==> src/rtl/llw_pkg.sv <==
package llw_pkg;
  // Control word bit positions (element layout is fixed by the list format)
  localparam int CTL_CYCLE   = 0;
  localparam int CTL_TOGGLE  = 1;
  localparam int CTL_LINK    = 2;
  localparam int CTL_IRQ_LOC = 3;
  localparam int CTL_IRQ_REM = 4;
  localparam int CTL_BITS    = 5;

  localparam int SLOT_WORDS  = 6;
  localparam int SLOT_BYTES  = SLOT_WORDS * 4;

  localparam logic [1:0] CFG_PTR_LO = 2'd0;
  localparam logic [1:0] CFG_PTR_HI = 2'd1;
  localparam logic [1:0] CFG_CYCLE  = 2'd2;
  localparam logic [1:0] CFG_BELL   = 2'd3;

  typedef enum logic [1:0] {WK_IDLE, WK_HEAD, WK_BODY, WK_ISSUE} walk_state_e;
  typedef enum logic [1:0] {FT_IDLE, FT_REQ, FT_WAIT} fetch_state_e;

  typedef struct packed {
    logic        ptr_lo;
    logic        ptr_hi;
    logic        cyc;
    logic        bell;
    logic [31:0] data;
  } cfg_cmd_t;
endpackage

==> src/rtl/llw_cfg_decode.sv <==
module llw_cfg_decode
  import llw_pkg::*;
(
  input  logic        cfg_we,
  input  logic [1:0]  cfg_addr,
  input  logic [31:0] cfg_wdata,
  input  logic        busy_i,
  output cfg_cmd_t    cmd_o
);
  logic open_w;

  always_comb begin
    open_w      = cfg_we && !busy_i;
    cmd_o.data  = cfg_wdata;
    cmd_o.ptr_lo = open_w && (cfg_addr == CFG_PTR_LO);
    cmd_o.ptr_hi = open_w && (cfg_addr == CFG_PTR_HI);
    cmd_o.cyc    = open_w && (cfg_addr == CFG_CYCLE) && cfg_wdata[1];
    cmd_o.bell   = open_w && (cfg_addr == CFG_BELL) && cfg_wdata[0];
  end
endmodule

==> src/rtl/llw_word_fetch.sv <==
module llw_word_fetch
  import llw_pkg::*;
#(
  parameter int ADDR_W = 64
) (
  input  logic              clk,
  input  logic              rst_n,
  input  logic              go_i,
  input  logic [ADDR_W-1:0] addr_i,
  output logic              done_o,
  output logic [31:0]       data_o,
  output logic              req_valid_o,
  input  logic              req_ready_i,
  output logic [ADDR_W-1:0] req_addr_o,
  input  logic              rsp_valid_i,
  input  logic [31:0]       rsp_data_i
);
  fetch_state_e      st_q;
  logic [ADDR_W-1:0] addr_q;

  always_ff @(posedge clk) begin
    if (!rst_n) begin
      st_q   <= FT_IDLE;
      addr_q <= '0;
    end else begin
      unique case (st_q)
        FT_IDLE: if (go_i) begin
          addr_q <= addr_i;
          st_q   <= FT_REQ;
        end
        FT_REQ:  if (req_ready_i) st_q <= FT_WAIT;
        FT_WAIT: if (rsp_valid_i) st_q <= FT_IDLE;
        default: st_q <= FT_IDLE;
      endcase
    end
  end

  assign req_valid_o = (st_q == FT_REQ);
  assign req_addr_o  = addr_q;
  assign done_o      = (st_q == FT_WAIT) && rsp_valid_i;
  assign data_o      = rsp_data_i;
endmodule

==> src/rtl/llw_walk_ctrl.sv <==
module llw_walk_ctrl
  import llw_pkg::*;
#(
  parameter int ADDR_W = 64
) (
  input  logic              clk,
  input  logic              rst_n,
  input  cfg_cmd_t          cfg_i,
  output logic              busy_o,
  output logic              cyc_state_o,
  output logic              abort_o,
  output logic              fetch_go_o,
  output logic [ADDR_W-1:0] fetch_addr_o,
  input  logic              fetch_done_i,
  input  logic [31:0]       fetch_data_i,
  output logic              cmd_valid_o,
  input  logic              cmd_ready_i,
  output logic [ADDR_W-1:0] cmd_src_o,
  output logic [ADDR_W-1:0] cmd_dst_o,
  output logic [31:0]       cmd_len_o,
  output logic [1:0]        irq_pulse_o
);
  localparam int IRQ_KINDS = 2;

  walk_state_e         st_q;
  logic [ADDR_W-1:0]   ptr_q;
  logic                ccs_q;
  logic                abort_q;
  logic                go_q;
  logic [2:0]          widx_q;
  logic [CTL_BITS-1:0] ctl_q;
  logic [31:0]         slot_q [1:4];
  logic                cmd_valid_q;
  logic [ADDR_W-1:0]   src_q, dst_q;
  logic [31:0]         len_q;
  logic [IRQ_KINDS-1:0] irq_q;

  logic [2:0]  last_idx_w;
  logic [63:0] ptr64_w, ptr_lo_w, ptr_hi_w, next_w, src_w, dst_w;

  always_comb begin
    last_idx_w = ctl_q[CTL_LINK] ? 3'd3 : 3'd5;
    ptr64_w    = 64'(ptr_q);
    ptr_lo_w   = {ptr64_w[63:32], cfg_i.data};
    ptr_hi_w   = {cfg_i.data, ptr64_w[31:0]};
    next_w     = {fetch_data_i, slot_q[2]};
    src_w      = {slot_q[3], slot_q[2]};
    dst_w      = {fetch_data_i, slot_q[4]};
  end

  always_ff @(posedge clk) begin
    if (!rst_n) begin
      st_q        <= WK_IDLE;
      ptr_q       <= '0;
      ccs_q       <= 1'b0;
      abort_q     <= 1'b0;
      go_q        <= 1'b0;
      widx_q      <= '0;
      ctl_q       <= '0;
      cmd_valid_q <= 1'b0;
      src_q       <= '0;
      dst_q       <= '0;
      len_q       <= '0;
      irq_q       <= '0;
      for (int k = 1; k <= 4; k++) slot_q[k] <= '0;
    end else begin
      go_q  <= 1'b0;
      irq_q <= '0;
      unique case (st_q)
        WK_IDLE: begin
          if (cfg_i.ptr_lo) ptr_q <= ptr_lo_w[ADDR_W-1:0];
          if (cfg_i.ptr_hi) ptr_q <= ptr_hi_w[ADDR_W-1:0];
          if (cfg_i.cyc)    ccs_q <= cfg_i.data[0];
          if (cfg_i.bell) begin
            abort_q <= 1'b0;
            widx_q  <= '0;
            go_q    <= 1'b1;
            st_q    <= WK_HEAD;
          end
        end
        WK_HEAD: if (fetch_done_i) begin
          ctl_q <= fetch_data_i[CTL_BITS-1:0];
          if (fetch_data_i[CTL_CYCLE] != ccs_q) begin
            st_q <= WK_IDLE;                 // not owned yet: park here
          end else begin
            widx_q <= fetch_data_i[CTL_LINK] ? 3'd2 : 3'd1;
            go_q   <= 1'b1;
            st_q   <= WK_BODY;
          end
        end
        WK_BODY: if (fetch_done_i) begin
          if (widx_q == last_idx_w) begin
            if (ctl_q[CTL_LINK]) begin
              ptr_q  <= next_w[ADDR_W-1:0];
              if (ctl_q[CTL_TOGGLE]) ccs_q <= ~ccs_q;
              widx_q <= '0;
              go_q   <= 1'b1;
              st_q   <= WK_HEAD;
            end else if (slot_q[1] == '0) begin
              abort_q <= 1'b1;
              st_q    <= WK_IDLE;
            end else begin
              cmd_valid_q <= 1'b1;
              src_q       <= src_w[ADDR_W-1:0];
              dst_q       <= dst_w[ADDR_W-1:0];
              len_q       <= slot_q[1];
              st_q        <= WK_ISSUE;
            end
          end else begin
            slot_q[widx_q] <= fetch_data_i;
            widx_q         <= 3'(widx_q + 3'd1);
            go_q           <= 1'b1;
          end
        end
        WK_ISSUE: if (cmd_ready_i) begin
          cmd_valid_q <= 1'b0;
          for (int k = 0; k < IRQ_KINDS; k++) irq_q[k] <= ctl_q[CTL_IRQ_LOC + k];
          ptr_q  <= ptr_q + ADDR_W'(SLOT_BYTES);
          widx_q <= '0;
          go_q   <= 1'b1;
          st_q   <= WK_HEAD;
        end
        default: st_q <= WK_IDLE;
      endcase
    end
  end

  assign busy_o       = (st_q != WK_IDLE);
  assign cyc_state_o  = ccs_q;
  assign abort_o      = abort_q;
  assign fetch_go_o   = go_q;
  assign fetch_addr_o = ptr_q + (ADDR_W'(widx_q) << 2);
  assign cmd_valid_o  = cmd_valid_q;
  assign cmd_src_o    = src_q;
  assign cmd_dst_o    = dst_q;
  assign cmd_len_o    = len_q;
  assign irq_pulse_o  = irq_q;
endmodule

==> src/rtl/lldma_walker.sv <==
module lldma_walker
  import llw_pkg::*;
#(
  parameter int ADDR_W = 64
) (
  input  logic              clk,
  input  logic              rst_n,
  input  logic              cfg_we,
  input  logic [1:0]        cfg_addr,
  input  logic [31:0]       cfg_wdata,
  output logic              busy,
  output logic              cycle_state,
  output logic              abort_seen,
  output logic              mem_req_valid,
  input  logic              mem_req_ready,
  output logic [ADDR_W-1:0] mem_req_addr,
  input  logic              mem_rsp_valid,
  input  logic [31:0]       mem_rsp_data,
  output logic              cmd_valid,
  input  logic              cmd_ready,
  output logic [ADDR_W-1:0] cmd_src,
  output logic [ADDR_W-1:0] cmd_dst,
  output logic [31:0]       cmd_len,
  output logic              local_done,
  output logic              remote_done
);
  cfg_cmd_t          cfg_w;
  logic              go_w, done_w;
  logic [ADDR_W-1:0] faddr_w;
  logic [31:0]       fdata_w;
  logic [1:0]        irq_w;

  llw_cfg_decode u_dec (
    .cfg_we    (cfg_we),
    .cfg_addr  (cfg_addr),
    .cfg_wdata (cfg_wdata),
    .busy_i    (busy),
    .cmd_o     (cfg_w)
  );

  llw_word_fetch #(.ADDR_W(ADDR_W)) u_fetch (
    .clk         (clk),
    .rst_n       (rst_n),
    .go_i        (go_w),
    .addr_i      (faddr_w),
    .done_o      (done_w),
    .data_o      (fdata_w),
    .req_valid_o (mem_req_valid),
    .req_ready_i (mem_req_ready),
    .req_addr_o  (mem_req_addr),
    .rsp_valid_i (mem_rsp_valid),
    .rsp_data_i  (mem_rsp_data)
  );

  llw_walk_ctrl #(.ADDR_W(ADDR_W)) u_ctrl (
    .clk          (clk),
    .rst_n        (rst_n),
    .cfg_i        (cfg_w),
    .busy_o       (busy),
    .cyc_state_o  (cycle_state),
    .abort_o      (abort_seen),
    .fetch_go_o   (go_w),
    .fetch_addr_o (faddr_w),
    .fetch_done_i (done_w),
    .fetch_data_i (fdata_w),
    .cmd_valid_o  (cmd_valid),
    .cmd_ready_i  (cmd_ready),
    .cmd_src_o    (cmd_src),
    .cmd_dst_o    (cmd_dst),
    .cmd_len_o    (cmd_len),
    .irq_pulse_o  (irq_w)
  );

  assign local_done  = irq_w[0];
  assign remote_done = irq_w[1];
endmodule

==> config.mk <==
export PLATFORM = sky130hd
export DESIGN_NAME = lldma_walker
export DESIGN_NICKNAME = d
export VERILOG_FILES = /design/src/rtl/llw_pkg.sv /design/src/rtl/llw_cfg_decode.sv /design/src/rtl/llw_word_fetch.sv /design/src/rtl/llw_walk_ctrl.sv /design/src/rtl/lldma_walker.sv
export SDC_FILE = /design/constraint.sdc
export NUM_CORES = 1
export LEC_CHECK = 0
export BUFFER_PORTS_ARGS = -buffer_cell sky130_fd_sc_hd__buf_4
export CAP_MARGIN = 20
export CORE_MARGIN = 10
export CORE_UTILIZATION = 57
export DETAILED_ROUTE_END_ITERATION = 10
export GPL_TIMING_DRIVEN = 1
export PLACE_DENSITY = 0.82
export SETUP_SLACK_MARGIN = 0.4
export SYNTH_ARGS = -nofsm -noshare
export SYNTH_HDL_FRONTEND = slang
export SYNTH_SLANG_ARGS = --single-unit
==> constraint.sdc <==
create_clock -name clk -period 4.15 [get_ports clk]
set_clock_uncertainty 0.05 [all_clocks]
set_input_delay 0.2075 -clock clk [delete_from_list [all_inputs] [get_ports clk]]
set_output_delay 0.2075 -clock clk [all_outputs]
set_load 0.03 [all_outputs]
==> results of run 1 <==
## layout by cell type, fill, tap and decap left out, types with 6 or more instances in the layout
| master | netlist | layout |
|---|---|---|
| a211oi_1 | 26 | 26 |
| a21oi_1 | 252 | 252 |
| a221o_1 | 15 | 15 |
| a221oi_1 | 9 | 9 |
| a22o_1 | 7 | 7 |
| a22oi_1 | 36 | 36 |
| a311oi_1 | 9 | 9 |
| and2_1 | 102 | 101 |
| and3_1 | 72 | 72 |
| buf_4 | 2 | 349 |
| bufinv_16 | 0 | 7 |
| clkbuf_1 | 126 | 18 |
| clkbuf_16 | 0 | 44 |
| dfxtp_1 | 305 | 305 |
| dlygate4sd3_1 | 0 | 36 |
| edfxtp_1 | 128 | 128 |
| ha_1 | 10 | 9 |
| inv_1 | 21 | 20 |
| mux2i_1 | 10 | 10 |
| nand2_1 | 432 | 432 |
| nand2b_1 | 8 | 7 |
| nand3_1 | 42 | 42 |
| nand4_1 | 44 | 44 |
| nor2_1 | 117 | 117 |
| nor3_1 | 37 | 34 |
| nor3_2 | 3 | 6 |
| nor4_1 | 25 | 25 |
| o211ai_1 | 6 | 6 |
| o21ai_0 | 106 | 106 |
| o22ai_1 | 21 | 21 |
| o31a_1 | 14 | 14 |
| o31ai_1 | 7 | 7 |
| or3_1 | 8 | 7 |
| or4_1 | 8 | 8 |
| xnor2_1 | 38 | 38 |
| xor2_1 | 17 | 17 |
## power groups by stage
stage	registers, mW	clock network, mW	logic (mW)
2_1_floorplan	4.66	0	0.543
3_3_place_gp	4.71	0	0.859
3_5_place_dp	4.71	0	0.869
4_1_cts	4.62	4.20	0.904
5_1_grt	4.64	4.37	0.994
6_report	4.63	4.19	0.943
## timing repair
item	CTS	global route
hold buffers	36	0
gates resized for setup	0	0
endpoints found under the hold margin	108	0
## worst max path at each step
stage,start,end,depth (start not counted)
after floorplan,u_ctrl.st_q[0]$_SDFFE_PN0P_,u_ctrl.slot_q[2][0]$_SDFFCE_PN0P_,7
after global placement,u_ctrl.slot_q[1][10]$_SDFFCE_PN0P_,u_ctrl.cmd_src_o[14]$_SDFFE_PN0P_,7
after detailed placement,u_ctrl.slot_q[1][10]$_SDFFCE_PN0P_,u_ctrl.cmd_src_o[38]$_SDFFE_PN0P_,7
after CTS,u_ctrl.slot_q[1][28]$_SDFFCE_PN0P_,u_ctrl.cmd_src_o[38]$_SDFFE_PN0P_,7
after global routing,u_ctrl.slot_q[1][10]$_SDFFCE_PN0P_,u_ctrl.cmd_dst_o[31]$_SDFFE_PN0P_,7
final,u_ctrl.slot_q[1][28]$_SDFFCE_PN0P_,u_ctrl.cmd_dst_o[10]$_SDFFE_PN0P_,7
## cell families after synthesis
group	Yosys count	share of synthesized area, %
AOI/OAI and AO/OA	551	17.32
xor gates and xnor gates	55	2.492
adders and majority gates	11	0.7507
buffers and inverters	196	4.362
DFF	433	51.46
muxes	10	0.5178
and+or+nand+nor	932	23.10
## cell type report
type / count / area (um^2)
multi-input cells: 1559 / 8586
well taps: 448 / 560.5
flip-flops and latches: 433 / 9950
diodes: 2 / 5.005
clock inverters: 14 / 281.5
fillers: 2456 / 9741
inverters: 21 / 83.83
repair buffers: 390 / 3088
clock buffers: 67 / 1237
## layer usage
metal / GRT usage [%] / wire [um] / up-vias
met1: 45.44 / 29740 / 8977
met2: 55.31 / 34510 / 1119
met3: 6.768 / 7396 / 191
li1: - / - / 8279
met4: 17.30 / 4031 / 0
met5: 0 / 0 / -
## worst register-to-register path: cells and delay by family, from the launching register on
family | cells | cell delay (ps)
AOI/OAI and AO/OA | 1 | 190
DFF | 1 | 410
buffers and inverters | 1 | 500
and+or+nand+nor | 5 | 1930
## sequential cells by signal (all words and copies together) (netlist names)
signal,flops
u_ctrl.abort_o,1
u_ctrl.cmd_valid_o,1
u_fetch.req_addr_o,64
u_ctrl.cmd_dst_o,64
u_ctrl.slot_q,128
u_ctrl.cyc_state_o,1
u_ctrl.irq_pulse_o,2
u_ctrl.st_q,2
u_ctrl.fetch_go_o,1
u_ctrl.cmd_src_o,64
u_ctrl.ctl_q,4
u_ctrl.ptr64_w,64
u_ctrl.widx_q,3
u_fetch.st_q,2
u_ctrl.cmd_len_o,32
## through the flow
stage | power, mW | instances
2_1_floorplan | 5.200 | 2188
3_3_place_gp | 5.568 | 2814
3_5_place_dp | 5.581 | 2814
4_1_cts | 9.731 | 2931
5_1_grt | 10.00 | 2933
6_report | 9.766 | 2934
==> results.cfg, run 1 <==
[synth]
ys_top_cells_by_count = nand2_1 (432), dfxtp_1 (305), a21oi_1 (252)
synth-edff-count = 128
synth_area_leader_cell = dfxtp_1
syn-cell-area_um2 = 19330
ys_ff_latch = 433
yosys.cell_count.top_type = nand2_1
synth_top_area_share_pct = 31.58
ys_async_sr_fraction_pct = 0
syn-num-nets = 2271
syn_inst = 2188
yosys_most_used_dff = dfxtp_1
synth_area_per_cell_um2 = 8.836
yosys.cell_types.count = 74
seq_area_frac_synth_pct = 51.46
yosys-top-cells-area = dfxtp_1 (32%), edfxtp_1 (20%), nand2_1 (8.4%)
yosysWarnings = 0

[finish]
fin_util_pct = 70.95
syn2layout_area_growth_pct = 23.06
fin_area_um2 = 23790
nets = 2532
drive_above_1_share_pct = 18.08

[min_path]
hp-class = input pin to register
holdPathStages = 3
min_from = rst_n
holdPathEnd = u_ctrl.ptr64_w[28]$_SDFFE_PN0P_

[global_route]
globalRouteTotalUtil_pct = 35.08
grt_pass1_wl_um = 112600
grt_pass1_vias = 17778
antenna_found_initial = 1
grt-ovfl-total = 0
grt_max_degree = 135

[cts]
cts_tree = yes
cts_max_level = 2
post-cts-setup-buffers = 0
cts_made_buffers = 44
cts_sinks = 433
clk_latency_ps = 570
cts_buffer_depth = 3
path_clk_slew_ps = 60
cts-root-buf = clkbuf_16

[critical_path]
setup.worst_path.end_class = register
path_buf_inv = 1
crit_path_frequent_cell = nand2_1
slowest_stage = nor4_2
regToRegEndpoint = u_ctrl.cmd_dst_o[10]$_SDFFE_PN0P_
critPathTopFamily = simple AND/OR/NAND/NOR gates
slowest_delay_ps = 680
arrival_ps = 3600
reg2reg_depth = 7
cp_max_fo = 49
cp.required_ps = 4580
rrSetupSlack_ps = 980
cp_cell_sequence = nor4_1 > nand2_1 > nor4_2 > or3_4 > buf_4 > nand2_1 > a21oi_1
timing.rr.start = u_ctrl.slot_q[1][28]$_SDFFCE_PN0P_
crit_path_start_kind = register
criticalPathCategory = register to register

[route]
drtIter0Drc = 2128
dr.pass1.iters = 8
wl_um = 75680
vias = 18566
vias_per_cell = 6.328
drc_errors = 0
final_antenna_net_count = 0
wire_per_inst_um = 25.79

[pwr]
p_seq_share_pct = 47.4
pwr-share-comb_pct = 9.7
switching_share_pct = 25.03
switchingPower_mw = 2.444
power-per-cell-area_nw_per_um2 = 410.5
clkPwrFrac_pct = 42.9
p_int_mw = 7.321
p_leak_nw = 8.774
ir_drop_mv = 0.3339

[sta]
finalSetupTns_ps = 0
slew_viol_final = 0
hold_viol = 0
grt_setup_unrepaired = no
layout_setup_ws_ps = 975.6
fmax_mhz = 315.0
setup_violations = 0
fin_crit_sh_pct = 76.49
hold_ws_ps = 59.58
slew_headroom_pct = 34.45
tightest_slew_ps = 974.2
fin_crit_ps = 3174

[run_status]
status = finished, final reports clean

[floorplan]
die_area_um2 = 41690
start_util_pct = 57.66
die_x_um = 204.2
die_y_um = 204.2
rows = 67
coreArea_um2 = 33530
io_pins = 303

[place]
placed_area_um2 = 21880
place.gp.congestion = 1.011
numPortBuffers = 302
place_ws_ps = 1071
hpwl_um = 52800

[run]
maxCapViolations = 0
No activity file was read; power rests on OpenSTA's default activity.
==> inputs of run 2 (changes only) <==
CORE_UTILIZATION = 51   (was 57)
PLACE_DENSITY = 0.78   (was 0.82)
clock period = 2.7 ns   (was 4.15 ns; I/O delays follow)
==> run 2 against run 1 <==
Non-clock buffer count up 139; largest cell class unchanged; via count up 5.1%; sequential share of layout area down 2.9 points; final cell count up 7.4%; routed wire length up 10%; utilization down 2.4 points.
==> results.cfg, run 2 (same netlist as run 1, synthesis figures left out) <==
[run_status]
status = finished, final reports clean

[finish]
final_cell_mix = buf_4 (462), nand2_1 (423), dfxtp_1 (270), a21oi_1 (249), edfxtp_1 (128)
syn2layout_area_growth_pct = 33.23
fin_util_pct = 68.55
largest_register = u_ctrl.slot_q
largest_reg_flops = 128
seq_area_um2 = 10020
n_fill_cell = 2819
nets = 2681
fin_cells = 3151
drive_above_1_share_pct = 26.20
multiInputGateArea_um2 = 9164
layout_commonest_cell = buf_4

[sta]
tightest_slew_ps = 668.0
fmax_mhz = 430.4
fin_crit_ps = 2324
slew_headroom_pct = 55.14
hold_viol = 0
layout_setup_ws_ps = 376.5
grt_setup_unrepaired = yes
fin_crit_sh_pct = 86.06
hold_ws_ps = 95.49
finalSetupTns_ps = 0
setup_violations = 0
slew_viol_final = 0

[min_path]
holdPathStages = 4
min_from = cfg_wdata[10]
hp-class = input pin to register
holdPathEnd = u_ctrl.ptr64_w[42]$_SDFFE_PN0P_

[route]
final_antenna_net_count = 0
drtIter0Drc = 2506
drc_errors = 0
vias = 19509
dr.pass1.iters = 8
vias_per_cell = 6.191
wl_um = 83530
wire_per_inst_um = 26.51

[cts]
cts_buffer_depth = 3
cts_made_buffers = 45
cts_tree = yes
cts_sinks = 433
clk_latency_ps = 600
path_clk_slew_ps = 60
cts_max_level = 2
cts-root-buf = clkbuf_16

[place]
place_ws_ps = -88.38
place.gp.congestion = 0.9801
hpwl_um = 56520
numPortBuffers = 302
dp.cells = 2986

[critical_path]
setup.worst_path.end_class = register
slowest_stage = or4_1
reg2reg_depth = 8
slowest_delay_ps = 400
critPathTopFamily = simple AND/OR/NAND/NOR gates
arrival_ps = 2790
crit_path_start_kind = register
rrSetupSlack_ps = 380
crit_start = u_ctrl.st_q[0]$_SDFFE_PN0P_
path_buf_inv = 2
cp_cell_sequence = inv_1 > ha_4 > buf_4 > a2bb2oi_4 > nand4_1 > or2_2 > or4_1 > a21oi_1
timing.rr.start = u_ctrl.st_q[0]$_SDFFE_PN0P_
criticalPathCategory = register to register
cp.required_ps = 3170
cp_max_fo = 10
regToRegEndpoint = u_ctrl.widx_q[2]$_SDFFE_PN0P_

[pwr]
p_leak_nw = 9.754
power-per-cell-area_nw_per_um2 = 588.4
ir_drop_mv = 0.4373

[global_route]
grt_pass1_vias = 18317
antenna_found_initial = 10
grt-ovfl-total = 0
grt_max_degree = 89
grt_pass1_wl_um = 118900
globalRouteTotalUtil_pct = 33.67

[run]
maxCapViolations = 0

[floorplan]
io_pins = 303
die_x_um = 214.7
start_util_pct = 51.45
rows = 71
die_y_um = 214.7
coreArea_um2 = 37580
die_area_um2 = 46100
run 2: cell count changes in the layout (fill, tap and decap cells not counted), moves of 8 or more:
cell      previous run  this run
buf_4              349       462
dfxtp_1            305       270
dfxtp_2              0        26
nor4_1              25        14
nand2b_4             0        10
nor3_1              34        24
dfxtp_4              0         9
nand2_1            432       423
clkbuf_1            18        10
clkinv_1             0         8
run 2: stage by stage:
stage,cell area [um^2],power [mW]
3_5_place_dp,22900,8.730
3_3_place_gp,22900,8.714
5_1_grt,25750,15.50
2_1_floorplan,19370,7.994
4_1_cts,25220,15.05
6_report,25760,15.16
run 2: worst register-to-register path, stage by stage, from the launching register on:
cell and delay (ps):
dfxtp_2 390, inv_1 120, ha_4 220, buf_4 150
a2bb2oi_4 210, nand4_1 210, or2_2 350, or4_1 400
a21oi_1 160
run 2: how the worst max path moves through the flow:
stage	slack [ps]	end	cells past startpoint
floorplan	410	u_ctrl.cmd_dst_o[32]$_SDFFE_PN0P_	10
global placement	-90	u_ctrl.ptr64_w[55]$_SDFFE_PN0P_	6
detailed placement	-90	u_ctrl.ptr64_w[55]$_SDFFE_PN0P_	6
CTS	330	u_ctrl.cmd_src_o[22]$_SDFFE_PN0P_	8
global route	290	u_ctrl.ptr64_w[60]$_SDFFE_PN0P_	9
finish	380	u_ctrl.widx_q[2]$_SDFFE_PN0P_	8
run 2: per-layer routing:
| metal | vias to the layer above | GRT usage (%) | share of wire [%] |
|---|---|---|---|
| li1 | 8614 | - | - |
| met2 | 1288 | 53.33 | 46 |
| met5 | - | 0 | 0.045 |
| met1 | 9331 | 41.67 | 37 |
| met4 | 6 | 21.53 | 6.9 |
| met3 | 270 | 6.306 | 9.9 |
run 2: report_power, final:
group,total (mW),switching [mW],internal [mW]
registers,7.11,0.224,6.88
logic,1.69,1.06,0.628
clock network,6.36,2.74,3.62
total,15.2,4.03,11.1
run 2: layout make-up:
cell class	instances	share of cell area, %
Inverter	21	0.3254
Sequential cell	433	38.88
Clock inverter	17	0.6169
Clock buffer	66	5.149
Timing Repair Buffer	529	16.91
Multi-Input combinational cell	1568	35.58
Tap cell	511	2.482
Antenna cell	6	0.05829
run 2: timing repair:
action | CTS | global route
endpoints found under the hold margin | 174 | 0
gates cloned | 10 | 4
pin swaps | 13 | 20
hold buffers | 41 | 0
resized for setup | 66 | 88
buffers inserted | 8 | 13
endpoints found under the setup margin | 380 | 416
